$ cat src/rtl/qdac_pkg.sv
package qdac_pkg;

    typedef enum logic [1:0] {
        RX_HOLD  = 2'd0,
        RX_ARMED = 2'd1,
        RX_LATCH = 2'd2
    } rx_state_e;

    localparam int PIN_SCLK = 0;
    localparam int PIN_DATA = 1;
    localparam int PIN_LOAD = 2;
    localparam int PIN_UPD  = 3;
    localparam int NUM_PINS = 4;

endpackage

$ cat src/rtl/qdac_pin_sync.sv
module qdac_pin_sync #(
    parameter int STAGES = 2
) (
    input  logic clk,
    input  logic rst_n,
    input  logic pin,
    output logic level
);
    logic [STAGES-1:0] chain;

    always_ff @(posedge clk) begin
        if (!rst_n) begin
            chain <= '0;
        end else begin
            chain <= {chain[STAGES-2:0], pin};
        end
    end

    assign level = chain[STAGES-1];
endmodule

$ cat src/rtl/qdac_shifter.sv
module qdac_shifter #(
    parameter int WORD_W = 11
) (
    input  logic              clk,
    input  logic              rst_n,
    input  logic              en,
    input  logic              bit_in,
    output logic [WORD_W-1:0] word
);
    always_ff @(posedge clk) begin
        if (!rst_n) begin
            word <= '0;
        end else if (en) begin
            word <= {word[WORD_W-2:0], bit_in};
        end
    end
endmodule

$ cat src/rtl/qdac_rx_fsm.sv
module qdac_rx_fsm
    import qdac_pkg::*;
#(
    parameter int NUM_CH = 4,
    parameter int CODE_W = 8,
    parameter int ADDR_W = 2,
    parameter int WORD_W = 11
) (
    input  logic              clk,
    input  logic              rst_n,
    input  logic              sclk_fall,
    input  logic              load_fall,
    input  logic              load_lvl,
    input  logic              upd_lvl,
    input  logic [WORD_W-1:0] word,
    output logic              shift_en,
    output logic [NUM_CH-1:0] wr_en,
    output logic              wr_imm,
    output logic [CODE_W-1:0] wr_code,
    output logic              wr_rng
);
    rx_state_e          state_q;
    rx_state_e          state_d;
    logic [ADDR_W-1:0]  addr;

    // Field positions matter: address on top, span flag, then code.
    assign addr    = word[WORD_W-1 -: ADDR_W];
    assign wr_rng  = word[CODE_W];
    assign wr_code = word[CODE_W-1:0];

    // State register.
    always_ff @(posedge clk) begin
        if (!rst_n) begin
            state_q <= RX_HOLD;
        end else begin
            state_q <= state_d;
        end
    end

    // Transitions: arm, fire, done.
    always_comb begin
        state_d = state_q;
        unique case (state_q)
            RX_HOLD:  if (load_lvl)  state_d = RX_ARMED;
            RX_ARMED: if (load_fall) state_d = RX_LATCH;
            RX_LATCH: state_d = RX_HOLD;
            default:  state_d = RX_HOLD;
        endcase
    end

    // Outputs.
    always_comb begin
        shift_en = 1'b0;
        wr_en    = '0;
        wr_imm   = 1'b0;
        unique case (state_q)
            RX_HOLD:  ;
            RX_ARMED: shift_en = sclk_fall;
            RX_LATCH: begin
                wr_en[addr] = 1'b1;
                wr_imm      = ~upd_lvl;
            end
            default:  ;
        endcase
    end
endmodule

$ cat src/rtl/qdac_chan_reg.sv
module qdac_chan_reg #(
    parameter int CODE_W = 8
) (
    input  logic              clk,
    input  logic              rst_n,
    input  logic              wr,
    input  logic              imm,
    input  logic              commit,
    input  logic [CODE_W-1:0] new_code,
    input  logic              new_rng,
    output logic [CODE_W-1:0] code,
    output logic              rng
);
    logic [CODE_W-1:0] in_code;
    logic              in_rng;

    always_ff @(posedge clk) begin
        if (!rst_n) begin
            in_code <= '0;
            in_rng  <= 1'b0;
            code    <= '0;
            rng     <= 1'b0;
        end else begin
            if (wr) begin
                in_code <= new_code;
                in_rng  <= new_rng;
            end
            if (commit) begin
                code <= wr ? new_code : in_code;
                rng  <= wr ? new_rng  : in_rng;
            end else if (wr && imm) begin
                code <= new_code;
                rng  <= new_rng;
            end
        end
    end
endmodule

$ cat src/rtl/qdac_cmd_rx.sv
module qdac_cmd_rx
    import qdac_pkg::*;
#(
    parameter int NUM_CH      = 4,
    parameter int CODE_W      = 8,
    parameter int SYNC_STAGES = 2
) (
    input  logic                     clk,
    input  logic                     rst_n,
    input  logic                     ser_clk,
    input  logic                     ser_data,
    input  logic                     ser_load,
    input  logic                     upd_n,
    output logic [NUM_CH*CODE_W-1:0] dac_code,
    output logic [NUM_CH-1:0]        dac_range
);
    localparam int ADDR_W = $clog2(NUM_CH);
    localparam int WORD_W = ADDR_W + 1 + CODE_W;

    logic [NUM_PINS-1:0] pin_raw;
    logic [NUM_PINS-1:0] pin_lvl;
    logic                sclk_prev, load_prev, upd_prev;
    logic                sclk_fall, load_fall, commit;
    logic                shift_en;
    logic [WORD_W-1:0]   word;
    logic [NUM_CH-1:0]   wr_en;
    logic                wr_imm;
    logic [CODE_W-1:0]   wr_code;
    logic                wr_rng;

    assign pin_raw[PIN_SCLK] = ser_clk;
    assign pin_raw[PIN_DATA] = ser_data;
    assign pin_raw[PIN_LOAD] = ser_load;
    assign pin_raw[PIN_UPD]  = upd_n;

    for (genvar p = 0; p < NUM_PINS; p++) begin : g_sync
        qdac_pin_sync #(.STAGES(SYNC_STAGES)) i_sync (
            .clk   (clk),
            .rst_n (rst_n),
            .pin   (pin_raw[p]),
            .level (pin_lvl[p])
        );
    end

    always_ff @(posedge clk) begin
        if (!rst_n) begin
            sclk_prev <= 1'b0;
            load_prev <= 1'b0;
            upd_prev  <= 1'b0;
        end else begin
            sclk_prev <= pin_lvl[PIN_SCLK];
            load_prev <= pin_lvl[PIN_LOAD];
            upd_prev  <= pin_lvl[PIN_UPD];
        end
    end

    assign sclk_fall = sclk_prev & ~pin_lvl[PIN_SCLK];
    assign load_fall = load_prev & ~pin_lvl[PIN_LOAD];
    assign commit    = upd_prev  & ~pin_lvl[PIN_UPD];

    qdac_shifter #(.WORD_W(WORD_W)) i_shift (
        .clk    (clk),
        .rst_n  (rst_n),
        .en     (shift_en),
        .bit_in (pin_lvl[PIN_DATA]),
        .word   (word)
    );

    qdac_rx_fsm #(
        .NUM_CH (NUM_CH),
        .CODE_W (CODE_W),
        .ADDR_W (ADDR_W),
        .WORD_W (WORD_W)
    ) i_fsm (
        .clk       (clk),
        .rst_n     (rst_n),
        .sclk_fall (sclk_fall),
        .load_fall (load_fall),
        .load_lvl  (pin_lvl[PIN_LOAD]),
        .upd_lvl   (pin_lvl[PIN_UPD]),
        .word      (word),
        .shift_en  (shift_en),
        .wr_en     (wr_en),
        .wr_imm    (wr_imm),
        .wr_code   (wr_code),
        .wr_rng    (wr_rng)
    );

    for (genvar c = 0; c < NUM_CH; c++) begin : g_chan
        qdac_chan_reg #(.CODE_W(CODE_W)) i_chan (
            .clk      (clk),
            .rst_n    (rst_n),
            .wr       (wr_en[c]),
            .imm      (wr_imm),
            .commit   (commit),
            .new_code (wr_code),
            .new_rng  (wr_rng),
            .code     (dac_code[c*CODE_W +: CODE_W]),
            .rng      (dac_range[c])
        );
    end
endmodule

$ cat config.mk
export PLATFORM = sky130hd
export DESIGN_NAME = qdac_cmd_rx
export DESIGN_NICKNAME = d
export VERILOG_FILES = /design/src/rtl/qdac_pkg.sv /design/src/rtl/qdac_pin_sync.sv /design/src/rtl/qdac_shifter.sv /design/src/rtl/qdac_rx_fsm.sv /design/src/rtl/qdac_chan_reg.sv /design/src/rtl/qdac_cmd_rx.sv
export SDC_FILE = /design/constraint.sdc
export NUM_CORES = 1
export LEC_CHECK = 0
export ABC_AREA = 1
export BUFFER_PORTS_ARGS = -buffer_cell sky130_fd_sc_hd__buf_2
export CORE_UTILIZATION = 53
export DETAILED_ROUTE_END_ITERATION = 10
export HOLD_SLACK_MARGIN = 0.15
export PLACE_DENSITY = 0.76
export SETUP_SLACK_MARGIN = 0.2
export SLEW_MARGIN = 10
export SYNTH_ARGS = -nofsm -noshare
export SYNTH_HDL_FRONTEND = slang
export SYNTH_HIERARCHICAL = 1
export SYNTH_SLANG_ARGS = --single-unit
export TNS_END_PERCENT = 1
$ cat constraint.sdc
create_clock -name clk -period 1.8 [get_ports clk]
set_input_delay 0 -clock clk [delete_from_list [all_inputs] [get_ports clk]]
set_output_delay 0 -clock clk [all_outputs]
set_load 0.02 [all_outputs]
==> results of run 1 <==
how the worst min path moves through the flow:
stage,cells after the start,to,start,slack (ps)
2_1_floorplan,2,g_sync[0].i_sync/chain[0],ser_clk,90
3_3_place_gp,3,g_sync[0].i_sync/chain[0],ser_clk,180
3_5_place_dp,3,g_sync[0].i_sync/chain[0],ser_clk,180
4_1_cts,4,g_sync[3].i_sync/chain[0],upd_n,330
5_1_grt,4,g_sync[2].i_sync/chain[0],ser_load,360
6_report,4,g_sync[0].i_sync/chain[0],ser_clk,350
power breakdown:
group	internal (uW)	switching [uW]
clock network	918	707
logic	39.3	82.0
registers	2130	10.5
total	3090	800
cells by family (layout without fill, tap and decap cells):
family	after synthesis	in the layout	synth area share [%]
AOI/OAI and AO/OA	37	37	4.448
buffers and inverters	81	122	11.15
DFF	96	96	46.17
and+or+nand+nor	377	377	38.23
through the flow:
step	hold WS (ps)	util [%]	setup slack, ps
floorplan	93.45	-	335.9
global placement	176.3	58.20	454.6
detailed placement	181.8	58.20	434.4
CTS	334.1	62.05	424.3
global route	361.8	62.05	294.3
finish	351.3	62.05	432.3
state kept, by name, indices dropped and copies added (netlist names):
| signal | count |
|---|---|
| g_chan.i_chan/in_rng | 4 |
| g_chan.i_chan/code | 32 |
| g_chan.i_chan/rng | 4 |
| i_shift/word | 11 |
| g_sync.i_sync/chain | 8 |
| load_prev | 1 |
| i_fsm/state_q | 2 |
| sclk_prev | 1 |
| g_chan.i_chan/in_code | 32 |
| upd_prev | 1 |
critical path: stages (launching register included):
cell	delay, ps
dfxtp_1	340
inv_1	70
nand2_2	80
nor2_1	120
buf_4	240
inv_2	120
nand2_1	90
nand2_1	60
nand3_1	90
nand2_1	50
cells in the final DEF, fill, tap and decap left out, drive strengths merged:
cell type / synthesis / layout
bufinv: 0 / 3
nand2: 232 / 232
inv: 49 / 49
dlygate4sd3: 0 / 5
dfxtp: 96 / 96
clkbuf: 0 / 10
buf: 32 / 52
and3: 1 / 1
a21oi: 36 / 36
nand3: 104 / 104
clkinvlp: 0 / 1
clkinv: 0 / 2
o21ai: 1 / 1
nor2: 40 / 40
per-layer routing:
layer  global-route usage, %  share of wire [%]  up-vias
met2                   36.49                 46      118
met3                   3.872                5.0       17
met5                       0                  0        -
met1                   27.36                 47     1603
li1                        -                  -     1928
met4                   11.83                2.5        0
what timing repair did:
item / in CTS / in global routing
setup endpoints to repair: 0 / 0
hold endpoints to repair: 13 / 0
hold buffers: 5 / 0
final cells by class:
cell class / instances / area [sq um] / area share, %
multi-input cells: 414 / 1782 / 38.76
clock buffers: 10 / 127.6 / 2.776
repair buffers: 57 / 350.3 / 7.621
clock inverters: 6 / 107.6 / 2.341
inverters: 49 / 183.9 / 4.001
flip-flops and latches: 96 / 1922 / 41.81
well taps: 99 / 123.9 / 2.695
==> results.py, run 1 <==
metrics = {
    "status": {
        "status": "completed",
    },
    "clock_network": {
        "numCtsBuffers": 9,
        "cts_setup_buffers": 0,
        "numClockSinks": 96,
        "clk_path_buf_depth": 2,
        "path_clk_slew_ps": 90,
        "clockRootBuffer": "clkbuf_8",
        "cts_tree": "done",
        "cts-resized-gates": 0,
        "htree_levels": 3,
        "clock_latency_ps": 360,
    },
    "logic_synthesis": {
        "synth_edf_count": 0,
        "yosysUniqueCellTypes": 14,
        "ys_seq_elements": 96,
        "ys_top_cells_by_area": "dfxtp_1 (46%), nand2_1 (20%), nand3_1 (13%), a21oi_1 (4.3%), buf_6 (3.8%)",
        "yosysTopAreaCell": "dfxtp_1",
        "synth.top_cell.area_share_pct": 46.17,
        "synth_common_cells": "nand2_1 (227), nand3_1 (104), dfxtp_1 (96)",
        "ys_seq_area_share_pct": 46.17,
        "ys.flop_type": "dfxtp_1",
        "syn_inst": 591,
        "synth_most_common_cell": "nand2_1",
        "postSynthAreaPerCell_sq_um": 7.044,
        "async_flop_share_pct": 0,
        "synth_fp_nets": 597,
        "yosysWarningCount": 6,
        "netlist_area_sq_um": 4163,
    },
    "placed_design": {
        "dp_cells": 710,
        "post-dp-hpwl_microns": 5737,
        "place_congestion": 0.7738,
        "portBuffers": 41,
        "place_area_sq_um": 4312,
    },
    "timing": {
        "setup_viol": 0,
        "setup_tns_ps": 0,
        "slew_headroom_pct": 64.13,
        "finalClockSkew_ps": 9.278,
        "min_period_over_period_pct": 75.98,
        "drv_slew": 0,
        "rsz0062_at_grt": "no",
        "fin_crit_ps": 1368,
        "tightest_slew_ps": 537.3,
        "finalHoldViolCount": 0,
        "max_freq_ghz": 0.7312,
    },
    "cells_and_area": {
        "final_nets": 633,
        "num_antenna_cells": 0,
        "area_growth_syn_to_layout_pct": 10.43,
        "design_area_sq_um": 4597,
        "fill_cells": 666,
        "finalNonFillerCells": 731,
        "drive_above_1_share_pct": 15.03,
    },
    "global_routing": {
        "grt_max_degree": 39,
        "antenna_found_initial": 0,
        "grt_pass1_wl_microns": 14840,
        "grt_pass1_vias": 3382,
        "grt_overflow_total": 0,
        "track_usage_pct": 22.10,
    },
    "routing": {
        "detail_route.drc_violations": 0,
        "drtPass1Iterations": 5,
        "drt_wl_total_microns": 8603,
        "viasPerCell": 5.015,
        "via_count": 3666,
        "drt_iter0_drc": 210,
        "ant_nets": 0,
        "wl_per_cell_microns": 11.77,
    },
    "floorplan": {
        "design.die.area_sq_um": 8213,
        "die_h_microns": 90.63,
        "pin_count": 42,
        "fp.dieW_microns": 90.63,
        "std_cell_rows": 31,
        "initial_core_util_pct": 56.19,
        "core-area_sq_um": 7408,
    },
    "worst_setup_path": {
        "ff2ff_path_depth": 9,
        "endpoint_kind": "flop",
        "r2r-start": "i_fsm/state_q[0]",
        "cp-endpoint": "g_chan[1].i_chan/code[0]",
        "r2r_setup_slack_ps": 430,
        "startpoint_type": "flop",
        "worstPathMaxFanout": 19,
        "criticalPathCategory": "flop to flop",
        "critPathRequiredTime_ps": 2070,
        "worstSetupStartpoint": "i_fsm/state_q[0]",
        "arrival_ps": 1640,
        "r2r-end": "g_chan[1].i_chan/code[0]",
    },
    "power_and_ir_drop": {
        "vdd_ir_drop_max_mv": 0.4492,
        "p_total_uw": 3892,
        "powerDensity_nw_per_um2": 846.6,
        "power_leakage_uw": 0.002436,
    },
    "flow_run": {
        "maxCapViolCount": 0,
    },
    "hold_path": {
        "hold_class": "input pin to flop",
    },
}
No activity file was read; power rests on OpenSTA's default activity.
==> inputs of run 2 (changes only) <==
clock period = 1.25 ns   (was 1.8 ns; I/O delays follow)
==> results.py, run 2 (synthesized netlist as in run 1, its figures left out) <==
metrics = {
    "timing": {
        "setup_ws_ps": -82.90,
        "min_period_over_period_pct": 106.6,
        "fin_crit_ps": 1333,
        "slew_headroom_pct": 67.88,
        "finalHoldViolCount": 0,
        "whs_ps": 126.6,
        "setup_viol": 36,
        "finalClockSkew_ps": 12.15,
        "rsz0062_at_grt": "yes",
        "max_freq_ghz": 0.7502,
        "drv_slew": 0,
        "tightest_slew_ps": 481.1,
    },
    "cells_and_area": {
        "num_antenna_cells": 0,
        "finalNonFillerCells": 779,
        "area_growth_syn_to_layout_pct": 26.03,
        "final_nets": 681,
        "reg.largest.list": "g_chan.i_chan/code x32, g_chan.i_chan/in_code x32, i_shift/word x11",
        "drive_above_1_share_pct": 25.00,
        "layout_commonest_cell": "nand2_1",
        "layout_common_cells": "nand2_1 (220), nand3_1 (98), dfxtp_1 (90)",
    },
    "routing": {
        "drtPass1Iterations": 5,
        "drt_wl_total_microns": 10520,
        "viasPerCell": 5.203,
        "via_count": 4053,
        "wl_per_cell_microns": 13.50,
        "detail_route.drc_violations": 0,
        "ant_nets": 0,
        "drt_iter0_drc": 288,
    },
    "power_and_ir_drop": {
        "p_comb_share_pct": 3.9,
        "p_sw_uw": 1245,
        "clockPowerShare_pct": 40.9,
        "p_sw_share_pct": 22.30,
        "power_leakage_uw": 0.002762,
        "vdd_ir_drop_max_mv": 0.7704,
        "p_seq_share_pct": 55.3,
        "powerDensity_nw_per_um2": 1064,
        "power.internal_uw": 4336,
    },
    "floorplan": {
        "core-area_sq_um": 7408,
        "fp.dieW_microns": 90.63,
        "initial_core_util_pct": 56.19,
        "die_h_microns": 90.63,
        "design.die.area_sq_um": 8213,
        "std_cell_rows": 31,
        "pin_count": 42,
    },
    "clock_network": {
        "numClockSinks": 96,
        "clock_latency_ps": 360,
        "clockRootBuffer": "clkbuf_8",
        "cts_tree": "done",
        "clk_path_buf_depth": 2,
        "numCtsBuffers": 9,
        "path_clk_slew_ps": 90,
        "htree_levels": 3,
    },
    "global_routing": {
        "grt_overflow_total": 0,
        "antenna_found_initial": 0,
        "grt_max_degree": 73,
        "track_usage_pct": 26.32,
        "grt_pass1_wl_microns": 17380,
        "grt_pass1_vias": 3784,
    },
    "worst_setup_path": {
        "criticalPathCategory": "flop to flop",
        "startpoint_type": "flop",
        "endpoint_kind": "flop",
        "worstPathMaxFanout": 7,
        "arrival_ps": 1640,
        "r2r_setup_slack_ps": -80,
        "critPathRequiredTime_ps": 1560,
    },
    "status": {
        "status": "finished with violations",
        "failed_checks": "negative setup slack",
    },
    "placed_design": {
        "post-dp-hpwl_microns": 6336,
        "place_congestion": 0.8505,
        "portBuffers": 41,
        "dp_cells": 743,
    },
    "hold_path": {
        "hold_class": "input pin to flop",
    },
    "flow_run": {
        "maxCapViolCount": 0,
    },
}
## run 2: cell types whose count changed in the layout (fill, tap and decap cells not counted), sizes merged
cell,previous run,this run
buf,52,94
clkinvlp,1,2
dlygate4sd3,5,10
dlymetal6s4s,0,1
bufinv,3,2
## run 2: worst paths after layout
| check | start | end | depth (start not counted) |
|---|---|---|---|
| hold reg to reg | g_sync[2].i_sync/chain[0] | g_sync[2].i_sync/chain[1] | 2 |
| setup / recovery | i_fsm/state_q[0] | g_chan[2].i_chan/code[6] | 9 |
| hold / removal | rst_n | i_shift/word[9] | 4 |
| setup reg to reg | i_fsm/state_q[0] | g_chan[2].i_chan/code[6] | 9 |
## run 2: what timing repair did
action	4_1_cts	5_1_grt
setup endpoints to repair	83	84
buffers inserted	5	2
endpoints found under the hold margin	23	2
gates cloned	2	0
hold buffers	10	1
gates resized for setup	29	23
pin swaps	39	16
## run 2: routing by layer
metal  routed length (microns)  global-route usage (%)  up-vias
li1                          -                       -     2024
met1                      4497                   32.34     1873
met2                      5315                   46.02      136
met3                       497                   3.704       20
met4                       206                   10.75        0
met5                         0                       0        -
## run 2: power by group through the flow
stage | clock network (uW) | registers (uW) | logic [uW]
detailed placement | 0 | 3160 | 178
global placement | 0 | 3160 | 173
CTS | 2310 | 3090 | 206
floorplan | 0 | 3150 | 129
global route | 2440 | 3090 | 238
finish | 2280 | 3080 | 215
## run 2: per-stage QoR
stage                     worst slack [ps]  TNS (ps)  instance area (sq um)  utilization (%)  power (uW)
after floorplan                      46.26         0                   4210                -        3284
after global placement              -41.25    -203.4                   4664            62.96        3329
after detailed placement            -68.58     -1288                   4664            62.96        3335
after CTS                           -19.32    -182.8                   5152            69.55        5598
after global routing                -160.9     -4759                   5246            70.82        5766
final                               -82.90     -1004                   5246            70.82        5581
## run 2: critical path: stages, from the launching register on
cell and delay [ps]:
dfxtp_2 340, inv_2 60, nand2_4 100, nor2_4 140, buf_6 160, buf_6 130
nand3_1 80, nand2_1 90, nand3_1 90, nand2_1 80
## run 2: cell type report
type,instances,area [sq um]
multi-input cells,414,1904
clock buffers,10,137.6
flip-flops and latches,96,1932
inverters,49,214.0
well taps,99,123.9
repair buffers,105,842.1
clock inverters,6,92.59
fillers,602,2162
